--- src/rtl/simd_alu_pkg.sv ---
package simd_alu_pkg;

  typedef enum logic [2:0] {
    OP_ADD  = 3'd0,
    OP_SUB  = 3'd1,
    OP_ADDS = 3'd2,
    OP_SUBS = 3'd3,
    OP_MIN  = 3'd4,
    OP_MAX  = 3'd5,
    OP_ABS  = 3'd6,
    OP_MAC  = 3'd7
  } aluOp_e;

  typedef enum logic [1:0] {
    LANE_64 = 2'd0,
    LANE_32 = 2'd1,
    LANE_16 = 2'd2,
    LANE_8  = 2'd3
  } laneSel_e;

  localparam int LANE_MASK_W = 3;

  // Strobes from decode to the datapath
  typedef struct packed {
    logic                   invertY;    // subtract: invert second adder input, carry-in 1
    logic                   zeroX;      // absolute value: compute 0 - opA
    logic                   saturate;   // clamp lanes that leave their range
    logic                   pickMin;
    logic                   pickMax;
    logic                   pickAbs;
    logic                   pickMac;
    logic                   signedOps;
    logic [LANE_MASK_W-1:0] laneMask;   // bytes per lane minus one
    logic                   accClear;
    logic                   accEnable;
  } aluCtrl_t;

endpackage

--- src/rtl/simd_alu_ctrl.sv ---
module simd_alu_ctrl
  import simd_alu_pkg::*;
(
  input  logic [1:0] laneSel,
  input  logic [2:0] opCode,
  input  logic       isSigned,
  input  logic       accClear,
  output aluCtrl_t   ctl
);

  aluOp_e   op;
  laneSel_e lanes;

  assign op    = aluOp_e'(opCode);
  assign lanes = laneSel_e'(laneSel);

  always_comb begin
    ctl = '0;
    ctl.signedOps = isSigned;
    ctl.accClear  = accClear;
    unique case (lanes)
      LANE_64: ctl.laneMask = 3'd7;
      LANE_32: ctl.laneMask = 3'd3;
      LANE_16: ctl.laneMask = 3'd1;
      LANE_8:  ctl.laneMask = 3'd0;
      default: ctl.laneMask = 3'd0;
    endcase
    unique case (op)
      OP_ADD:  ;
      OP_SUB:  ctl.invertY = 1'b1;
      OP_ADDS: ctl.saturate = 1'b1;
      OP_SUBS: begin
        ctl.invertY  = 1'b1;
        ctl.saturate = 1'b1;
      end
      OP_MIN: begin
        ctl.invertY = 1'b1;
        ctl.pickMin = 1'b1;
      end
      OP_MAX: begin
        ctl.invertY = 1'b1;
        ctl.pickMax = 1'b1;
      end
      OP_ABS: begin
        ctl.invertY  = 1'b1;
        ctl.zeroX    = 1'b1;
        ctl.saturate = 1'b1;
        ctl.pickAbs  = 1'b1;
      end
      OP_MAC: begin
        ctl.pickMac   = 1'b1;
        ctl.accEnable = 1'b1;
      end
      default: ;
    endcase
  end

endmodule

--- src/rtl/simd_mac_lane.sv ---
module simd_mac_lane #(
  parameter int LANE_W = 16
) (
  input  logic              clk,
  input  logic              rstN,
  input  logic [LANE_W-1:0] laneA,
  input  logic [LANE_W-1:0] laneB,
  input  logic              signedOps,
  input  logic              accEnable,
  input  logic              accClear,
  output logic [LANE_W-1:0] accNext
);

  localparam int SUM_W = 2 * LANE_W + 3;
  localparam int EXT_W = SUM_W - LANE_W;
  localparam logic signed [SUM_W-1:0] S_MAX = SUM_W'((64'd1 << (LANE_W - 1)) - 64'd1);
  localparam logic signed [SUM_W-1:0] S_MIN = ~S_MAX;
  localparam logic signed [SUM_W-1:0] U_MAX = SUM_W'((64'd1 << LANE_W) - 64'd1);

  logic        [LANE_W-1:0] accQ;
  logic signed [SUM_W-1:0]  aExt, bExt, cExt, product, total;
  logic signed [SUM_W-1:0]  hiLim, loLim;
  logic        [LANE_W-1:0] clamped;

  assign aExt    = {{EXT_W{signedOps & laneA[LANE_W-1]}}, laneA};
  assign bExt    = {{EXT_W{signedOps & laneB[LANE_W-1]}}, laneB};
  assign cExt    = {{EXT_W{signedOps & accQ[LANE_W-1]}}, accQ};
  assign product = aExt * bExt;
  assign total   = cExt + product;
  assign hiLim   = signedOps ? S_MAX : U_MAX;
  assign loLim   = signedOps ? S_MIN : '0;

  always_comb begin
    if (total > hiLim)      clamped = hiLim[LANE_W-1:0];
    else if (total < loLim) clamped = loLim[LANE_W-1:0];
    else                    clamped = total[LANE_W-1:0];
  end

  always_comb begin
    if (accClear)       accNext = '0;
    else if (accEnable) accNext = clamped;
    else                accNext = accQ;
  end

  always_ff @(posedge clk or negedge rstN) begin
    if (!rstN) accQ <= '0;
    else       accQ <= accNext;
  end

endmodule

--- src/rtl/simd_alu_dpath.sv ---
module simd_alu_dpath
  import simd_alu_pkg::*;
#(
  parameter int DATA_W = 64,
  parameter int MAC_W  = 16
) (
  input  logic              clk,
  input  logic              rstN,
  input  logic [DATA_W-1:0] opA,
  input  logic [DATA_W-1:0] opB,
  input  aluCtrl_t          ctl,
  output logic [DATA_W-1:0] result
);

  localparam int BYTES     = DATA_W / 8;
  localparam int MAC_LANES = DATA_W / MAC_W;
  localparam int IDX_W     = (BYTES > 1) ? $clog2(BYTES) : 1;

  logic [7:0]       xByte   [BYTES];
  logic [7:0]       yByte   [BYTES];
  logic [7:0]       sumByte [BYTES];
  logic [BYTES-1:0] carryIn, carryOut, ovfS, outU, ltS, ltU, xSign, aSign;
  logic [DATA_W-1:0] aluNext, macNext;

  // Byte slices of one adder; carry is cut where a lane starts
  for (genvar i = 0; i < BYTES; i++) begin : g_byte
    logic [8:0] full;
    logic       carryTo7;

    assign xByte[i] = ctl.zeroX ? 8'h00 : opA[i*8 +: 8];
    assign yByte[i] = (ctl.zeroX ? opA[i*8 +: 8] : opB[i*8 +: 8]) ^ {8{ctl.invertY}};

    if (i == 0) begin : g_first
      assign carryIn[i] = ctl.invertY;
    end else begin : g_chain
      assign carryIn[i] = ((i & int'(ctl.laneMask)) == 0) ? ctl.invertY : carryOut[i-1];
    end

    assign full        = {1'b0, xByte[i]} + {1'b0, yByte[i]} + {8'd0, carryIn[i]};
    assign sumByte[i]  = full[7:0];
    assign carryOut[i] = full[8];
    assign carryTo7    = full[7] ^ xByte[i][7] ^ yByte[i][7];
    assign ovfS[i]     = carryTo7 ^ full[8];
    assign outU[i]     = full[8] ^ ctl.invertY;
    assign ltS[i]      = full[7] ^ ovfS[i];
    assign ltU[i]      = ~full[8];
    assign xSign[i]    = xByte[i][7];
    assign aSign[i]    = opA[i*8 + 7];
  end

  // Per-byte result selection using flags from the lane's top byte
  always_comb begin
    aluNext = '0;
    for (int i = 0; i < BYTES; i++) begin
      logic [IDX_W-1:0] top;
      logic             isTop, laneOvf, laneLt, posClamp;
      logic [7:0]       aB, bB, satB, outB;

      top      = IDX_W'(i) | IDX_W'(ctl.laneMask);
      isTop    = (int'(top) == i);
      laneOvf  = ctl.signedOps ? ovfS[top] : outU[top];
      laneLt   = ctl.signedOps ? ltS[top]  : ltU[top];
      posClamp = ctl.signedOps ? ~xSign[top] : ~ctl.invertY;
      aB       = opA[i*8 +: 8];
      bB       = opB[i*8 +: 8];

      if (ctl.signedOps && isTop) satB = posClamp ? 8'h7F : 8'h80;
      else                        satB = posClamp ? 8'hFF : 8'h00;

      if (ctl.pickMin)      outB = laneLt ? aB : bB;
      else if (ctl.pickMax) outB = laneLt ? bB : aB;
      else if (ctl.pickAbs) begin
        if (ctl.signedOps && aSign[top]) outB = laneOvf ? satB : sumByte[i];
        else                             outB = aB;
      end
      else if (ctl.saturate && laneOvf) outB = satB;
      else                              outB = sumByte[i];

      aluNext[i*8 +: 8] = outB;
    end
  end

  for (genvar l = 0; l < MAC_LANES; l++) begin : g_mac
    simd_mac_lane #(.LANE_W(MAC_W)) u_lane (
      .clk       (clk),
      .rstN      (rstN),
      .laneA     (opA[l*MAC_W +: MAC_W]),
      .laneB     (opB[l*MAC_W +: MAC_W]),
      .signedOps (ctl.signedOps),
      .accEnable (ctl.accEnable),
      .accClear  (ctl.accClear),
      .accNext   (macNext[l*MAC_W +: MAC_W])
    );
  end

  always_ff @(posedge clk or negedge rstN) begin
    if (!rstN) result <= '0;
    else       result <= ctl.pickMac ? macNext : aluNext;
  end

endmodule

--- src/rtl/simd_sat_alu.sv ---
module simd_sat_alu
  import simd_alu_pkg::*;
#(
  parameter int DATA_W = 64,
  parameter int MAC_W  = 16
) (
  input  logic              clk,
  input  logic              rstN,
  input  logic [DATA_W-1:0] opA,
  input  logic [DATA_W-1:0] opB,
  input  logic [1:0]        laneSel,
  input  logic [2:0]        opCode,
  input  logic              isSigned,
  input  logic              accClear,
  output logic [DATA_W-1:0] result
);

  aluCtrl_t ctl;

  simd_alu_ctrl u_ctrl (
    .laneSel  (laneSel),
    .opCode   (opCode),
    .isSigned (isSigned),
    .accClear (accClear),
    .ctl      (ctl)
  );

  simd_alu_dpath #(.DATA_W(DATA_W), .MAC_W(MAC_W)) u_dpath (
    .clk    (clk),
    .rstN   (rstN),
    .opA    (opA),
    .opB    (opB),
    .ctl    (ctl),
    .result (result)
  );

endmodule

--- config.mk ---
export PLATFORM = sky130hd
export DESIGN_NAME = simd_sat_alu
export DESIGN_NICKNAME = d
export VERILOG_FILES = /design/src/rtl/simd_alu_pkg.sv /design/src/rtl/simd_alu_ctrl.sv /design/src/rtl/simd_mac_lane.sv /design/src/rtl/simd_alu_dpath.sv /design/src/rtl/simd_sat_alu.sv
export SDC_FILE = /design/constraint.sdc
export NUM_CORES = 2
export LEC_CHECK = 0
export BUFFER_PORTS_ARGS = -buffer_cell sky130_fd_sc_hd__buf_2
export CAP_MARGIN = 5
export CORE_MARGIN = 5
export CORE_UTILIZATION = 45
export CTS_CLUSTER_DIAMETER = 60
export CTS_CLUSTER_SIZE = 10
export DETAILED_ROUTE_END_ITERATION = 8
export PLACE_DENSITY = 0.72
export SLEW_MARGIN = 25
export SYNTH_ARGS = -nofsm -noshare
export SYNTH_HDL_FRONTEND = slang
export SYNTH_HIERARCHICAL = 1
export SYNTH_SLANG_ARGS = --single-unit
--- constraint.sdc ---
create_clock -name clk -period 22.2 [get_ports clk]
set_input_delay 3.33 -clock clk [delete_from_list [all_inputs] [get_ports clk]]
set_output_delay 3.33 -clock clk [all_outputs]
set_load 0.005 [all_outputs]
Word-level counts from Yosys, hierarchy flattened. Cells that the tools add are included.

Memories: 0. Bits in read-only memories: 0. Logic and storage cells: 416. RAM bits: 0. Bits in registers: 128. Bits in latches: 0. Bits of input ports: 137. Output and inout port bits: 64.

Equality and inequality tests: 10. Magnitude comparators: 15. Bitwise gates (word level): 80. Reductions and logical operators: 37. Add/sub/neg operators: 20. Mux-type cells: 245. Multiply operators: 4. Divide/modulo/power cells: 0. Shift operators: 0.

Operators with widths (number): 8-bit 2-to-1 mux (104); 16-bit 2-to-1 mux (17); 32-bit zero test (7); 17-bit by 34-bit adder with 35-bit output (4); 35-bit < comparator (4); 17-bit by 17-bit multiplier with 34-bit output (4); 35-bit > comparator (3); 1-bit 2-to-1 mux (97); 8-bit by 8-bit adder with 9-bit output (8); 9-bit by 1-bit adder with 9-bit output (8); 64-bit 2-to-1 mux (1); 8-bit XOR (8); 1-bit XOR (40); 1-bit binary-select mux with 2-bit select (18); 35-bit by 17-bit > comparator with 1-bit output (1); 35-bit 2-to-1 mux (1); 3-bit by 4-bit < comparator with 1-bit output, second input constant (7); 1-bit logical AND (23); 1-bit inverter (20); 1-bit binary-select mux with 3-bit select (6); 1-bit bitwise AND (12); 3-bit == test, second input constant (4); 3-bit one-hot mux with 4 select lines (1); 2-bit zero test (4); 7 further kinds (9).

Depth between registers and ports, before layout.
Depth after elaboration: 32. Depth in mapped cells: 73. Mapped depth without buffers: 65.

Hierarchy. Netlist, hierarchy kept.

Modules (own cells, without submodules): simd_mac_lane (u_dpath.g_mac[1].u_lane ...) (area each 13377.8 µm², seq. area each 400.4 µm², cells each 1505, instances 2); simd_mac_lane (u_dpath.g_mac[0].u_lane) (area each 13332.8 µm², seq. area each 400.4 µm², cells each 1499, instances 1); simd_mac_lane (u_dpath.g_mac[3].u_lane) (area each 13321.5 µm², seq. area each 400.4 µm², cells each 1463, instances 1); simd_alu_dpath (area each 12179.2 µm², seq. area each 1601.5 µm², cells each 1595, instances 1); simd_alu_ctrl (area each 93.8 µm², seq. area each 0.0 µm², cells each 15, instances 1).

Worst setup path before layout. OpenSTA, ideal clock, no wires.

Path type: input port to flip-flop. From: input port opCode[0]. To: register u_dpath.result[39]. Cell stages on the path: 70. Path buffers: 7. Arrival: 19.295 ns. Setup time: 0.133 ns. Data required time: 22.067 ns. Setup slack: 2.772 ns. Cells stage by stage: and3b_2 > buf_4 > buf_2 > buf_1 > clkbuf_1 > buf_1 > mux2i_1 > xnor2_1 > ha_1 > clkbuf_1 > a211o_1 > a31oi_1 > o21a_1 > nor2_1 > a21oi_1 > fa_1 > fa_1 > nor2b_1 > [... 34 more ...] > fa_1 > nor2b_1 > o211ai_1 > a32oi_1 > mux2_2 > fa_1 > fa_1 > a21oi_1 > nand4b_1 > a21oi_1 > nor2_1 > buf_2 > mux4_2 > mux2i_1 > mux2i_1 > o22ai_1 > o41ai_1 > a21oi_1.

RTL lines: start, declared (line simd_sat_alu.sv:12) `input logic [2:0] opCode,`; end signal, assigned (line simd_alu_dpath.sv:98) `else result <= ctl.pickMac ? macNext : aluNext;`; end, declared (line simd_alu_dpath.sv:12) `output logic [DATA_W-1:0] result`.

==> reports/qor.tcl <==
set qor(timing_hold_violations_final) 0
set qor(via_count) 53068
set qor(ctsLongestPathBuffers) 2
set qor(max_cap_violations) 0
set qor(finalWeightedCongestion) 0.955
set qor(synth_top_flop_cell) {sky130_fd_sc_hd__dfrtp_1}
set qor(dpl_cell_area_mm2) 0.0680
set qor(die-height_um) 392
set qor(number_of_register_bits_inferred_by_synthesis) 128
set qor(worst_r2r_endpoint) {u_dpath/result[13]$_DFF_PN0_}
set qor(first_global_vias) 56661
set qor(fin_area_mm2) 0.0687
set qor(crit_required_ps) 22530
set qor(tns_ps) 0
set qor(htree_levels) 4
set qor(synth-simple-area-share_pct) 16.6
set qor(initial_utilization_pct) 45.2
set qor(netlist-cell-type-count) 127
set qor(clockRootBuffer) {sky130_fd_sc_hd__clkbuf_16}
set qor(numCtsBuffers) 17
set qor(synth_xor_area_share_pct) 3.75
set qor(ys_top_cells_by_area) {sky130_fd_sc_hd__fa_1 (39%), sky130_fd_sc_hd__ha_1 (9.7%), sky130_fd_sc_hd__inv_1 (8.9%), sky130_fd_sc_hd__and2_1 (5.7%), sky130_fd_sc_hd__dfrtp_1 (4.9%)}
set qor(worst_setup_path_end_kind) {flop}
set qor(timing.critical_path.mode_cell) {sky130_fd_sc_hd__fa_1}
set qor(slew_viol_final) 0
set qor(drt-wirelength-per-cell_um) 20.1
set qor(rsz0062_at_grt) {false}
set qor(cpPeakStageDelay_ps) 620
set qor(timing.slew.headroom_pct) 23.8
set qor(worstSetupEndpoint) {u_dpath/result[13]$_DFF_PN0_}
set qor(antenna_violating_nets_post_route) 0
set qor(crit_path_top_delay_cell) {sky130_fd_sc_hd__a32oi_1}
set qor(worst-r2r-setup-slack_ps) 13000
set qor(synth_edf_count) 0
set qor(synth_seq_area_share_pct) 4.88
set qor(insertion_delay_ps) 460
set qor(grt_start_max_net_pins) 76
set qor(final_setup_violating_endpoints) 0
set qor(yosys.cell_count.top_type) {sky130_fd_sc_hd__inv_1}
set qor(die_w_um) 392
set qor(r2r-start) {u_dpath/g_mac[0].u_lane/accQ[15]$_DFF_PN0_}
set qor(fp.dieArea_mm2) 0.154
set qor(synth.area.mux_share_pct) 3.11
set qor(finalWorstPathRequiredPeriod_ps) 21230
set qor(cts_num_sinks) 128
set qor(drt-total-wl_um) 190000
set qor(syn_area_per_cell_um2) 8.66
set qor(cp-start-kind) {input pin}
set qor(synth_top_family_by_area) {adder cells}
set qor(arrival_ps) 21560
set qor(max_freq_mhz) 47.1
set qor(floorplan.io_pins) 201
set qor(dp.final_hpwl_um) 149000
set qor(drive_above_1_share_pct) 5.82
set qor(critical_path_class) {in2reg}
set qor(outcome) {complete, no violations}
set qor(synth_async_sr_flop_share_pct) 100
set qor(grt_usage_pct) 24.8
set qor(synth_compound_gate_area_share_pct) 11.5
set qor(worstPathMaxFanout) 23
set qor(route.detailed.vias_per_inst) 5.62
set qor(nFillCells) 13963
set qor(yosysTopAreaCell) {sky130_fd_sc_hd__fa_1}
set qor(port_buffers) 200
set qor(worst_clock_skew_ps) 10.0
set qor(drc) 0
set qor(synth_area_mm2) 0.0657
set qor(hold_buffers) 0
set qor(clkSlewWorstSetupHoldPaths_ps) 60
set qor(synth_top_cells_by_count) {sky130_fd_sc_hd__inv_1 (1549), sky130_fd_sc_hd__fa_1 (1287), sky130_fd_sc_hd__nand2_1 (783), sky130_fd_sc_hd__and2_1 (595), sky130_fd_sc_hd__ha_1 (508)}
set qor(design.final.nets) 9435
set qor(rows) 140
set qor(grt_antenna_before_repair) 13
set qor(coreArea_mm2) 0.145
set qor(post_cts_buffers) 0
set qor(postSynthCellCount) 7582
set qor(worstRegToRegCells) 32
set qor(crit_start) {opCode[0]}
set qor(postSynthNetCount) 9514
set qor(post_route_hold_slack_ps) 600
set qor(grt_pass1_wl_um) 306000
set qor(synthDominantCellAreaShare_pct) 39.2
set qor(tightestPinTransition_ps) 1140
set qor(synth_adder_area_share_pct) 48.9
set qor(yosys_warnings) 6
set qor(first_pass_iters) 6
set qor(cts_tree) {yes}
set qor(area_delta_synth_final_pct) 4.55
set qor(timing.final.crit_share_pct) 95.6
set qor(overflow_after_grt) 0
set qor(hold_class) {reg2reg}
set qor(detailedRoute.firstIterationViolations) 4108
[sequential cells by signal, indices dropped and copies added, names as in the netlist]
signal and flops:
u_dpath/result 64, u_dpath/g_mac.u_lane/accQ 64
[cells in the final DEF, fill, tap and decap left out, drive strengths merged, types with 27 or more instances in the layout]
master,count
mux2,27
and3,48
xor2,73
inv,1550
nand2,785
o21ai,209
o211ai,59
fa,1287
mux2i,158
nand2b,36
a31oi,30
nand4,56
o21a,44
ha,508
dfrtp,128
buf,252
o22ai,48
nor2,326
nor3,54
a21oi,291
o221ai,31
a21o,87
nand3,69
a211oi,108
and2,600
nor2b,98
xnor2,201
[cells by family (layout without fill, tap and decap cells)]
group,count (synthesis),after routing
simple gates,2181,2182
buf+inv,1901,1833
flops,128,128
mux,191,191
fa+ha+maj,1795,1795
compound gates,1110,1110
other cells,0,4
xor+xnor,276,276
[routing by layer]
| metal | vias up | global-route usage (%) | part of all wire (%) |
|---|---|---|---|
| li1 | 23701 | - | - |
| met1 | 27006 | 32.6 | 41 |
| met2 | 2001 | 42.1 | 48 |
| met3 | 354 | 3.63 | 6.9 |
| met4 | 6 | 8.61 | 3.8 |
| met5 | - | 0 | 0.022 |
[worst max-delay path, delay by kind of cell]
kind,cells,cell delay [ps]
fa+ha+maj,15,6250
buf+inv,3,410
simple gates,18,4020
xor+xnor,2,410
compound gates,23,5530
mux,5,1590
[final cells by class]
cell class                 instances  area [µm²]  share of cell area [%]
clock buffer                      18         439                   0.640
clock inverter                    13         211                   0.308
multi-input combinational       5554       55200                    80.4
tap                             1917        2400                    3.49
inverter                        1550        5820                    8.47
timing repair buffer             252        1400                    2.04
sequential                       128        3200                    4.66
antenna                            4        10.0                  0.0146
[metrics by stage]
step / cells / util (%) / setup WS (ps)
floorplan: 7582 / - / 2770
global placement: 9400 / 46.8 / 722
detailed placement: 9400 / 46.8 / 291
CTS: 9431 / 47.2 / 754
global route: 9433 / 47.2 / 48.5
finish: 9436 / 47.2 / 968
[how the worst min path moves through the flow]
stage | from | end | slack, ps | cells after the start
floorplan | u_dpath/g_mac[3].u_lane/accQ[15]$_DFF_PN0_ | u_dpath/g_mac[3].u_lane/accQ[15]$_DFF_PN0_ | 510 | 1
global placement | u_dpath/g_mac[1].u_lane/accQ[10]$_DFF_PN0_ | u_dpath/g_mac[1].u_lane/accQ[10]$_DFF_PN0_ | 570 | 2
detailed placement | u_dpath/g_mac[0].u_lane/accQ[0]$_DFF_PN0_ | u_dpath/g_mac[0].u_lane/accQ[0]$_DFF_PN0_ | 580 | 2
CTS | u_dpath/g_mac[0].u_lane/accQ[0]$_DFF_PN0_ | u_dpath/g_mac[0].u_lane/accQ[0]$_DFF_PN0_ | 600 | 2
global route | u_dpath/g_mac[1].u_lane/accQ[0]$_DFF_PN0_ | u_dpath/g_mac[1].u_lane/accQ[0]$_DFF_PN0_ | 630 | 2
finish | u_dpath/g_mac[0].u_lane/accQ[0]$_DFF_PN0_ | u_dpath/g_mac[0].u_lane/accQ[0]$_DFF_PN0_ | 600 | 2
[what timing repair did]
action,in CTS,in global routing
endpoints found under the setup margin,0,16
hold endpoints to repair,0,0
gates resized for setup,0,5
Power is left out: the tool's default activity adds up to more than one toggle a clock period on the data nets, which glitch-free logic cannot reach.
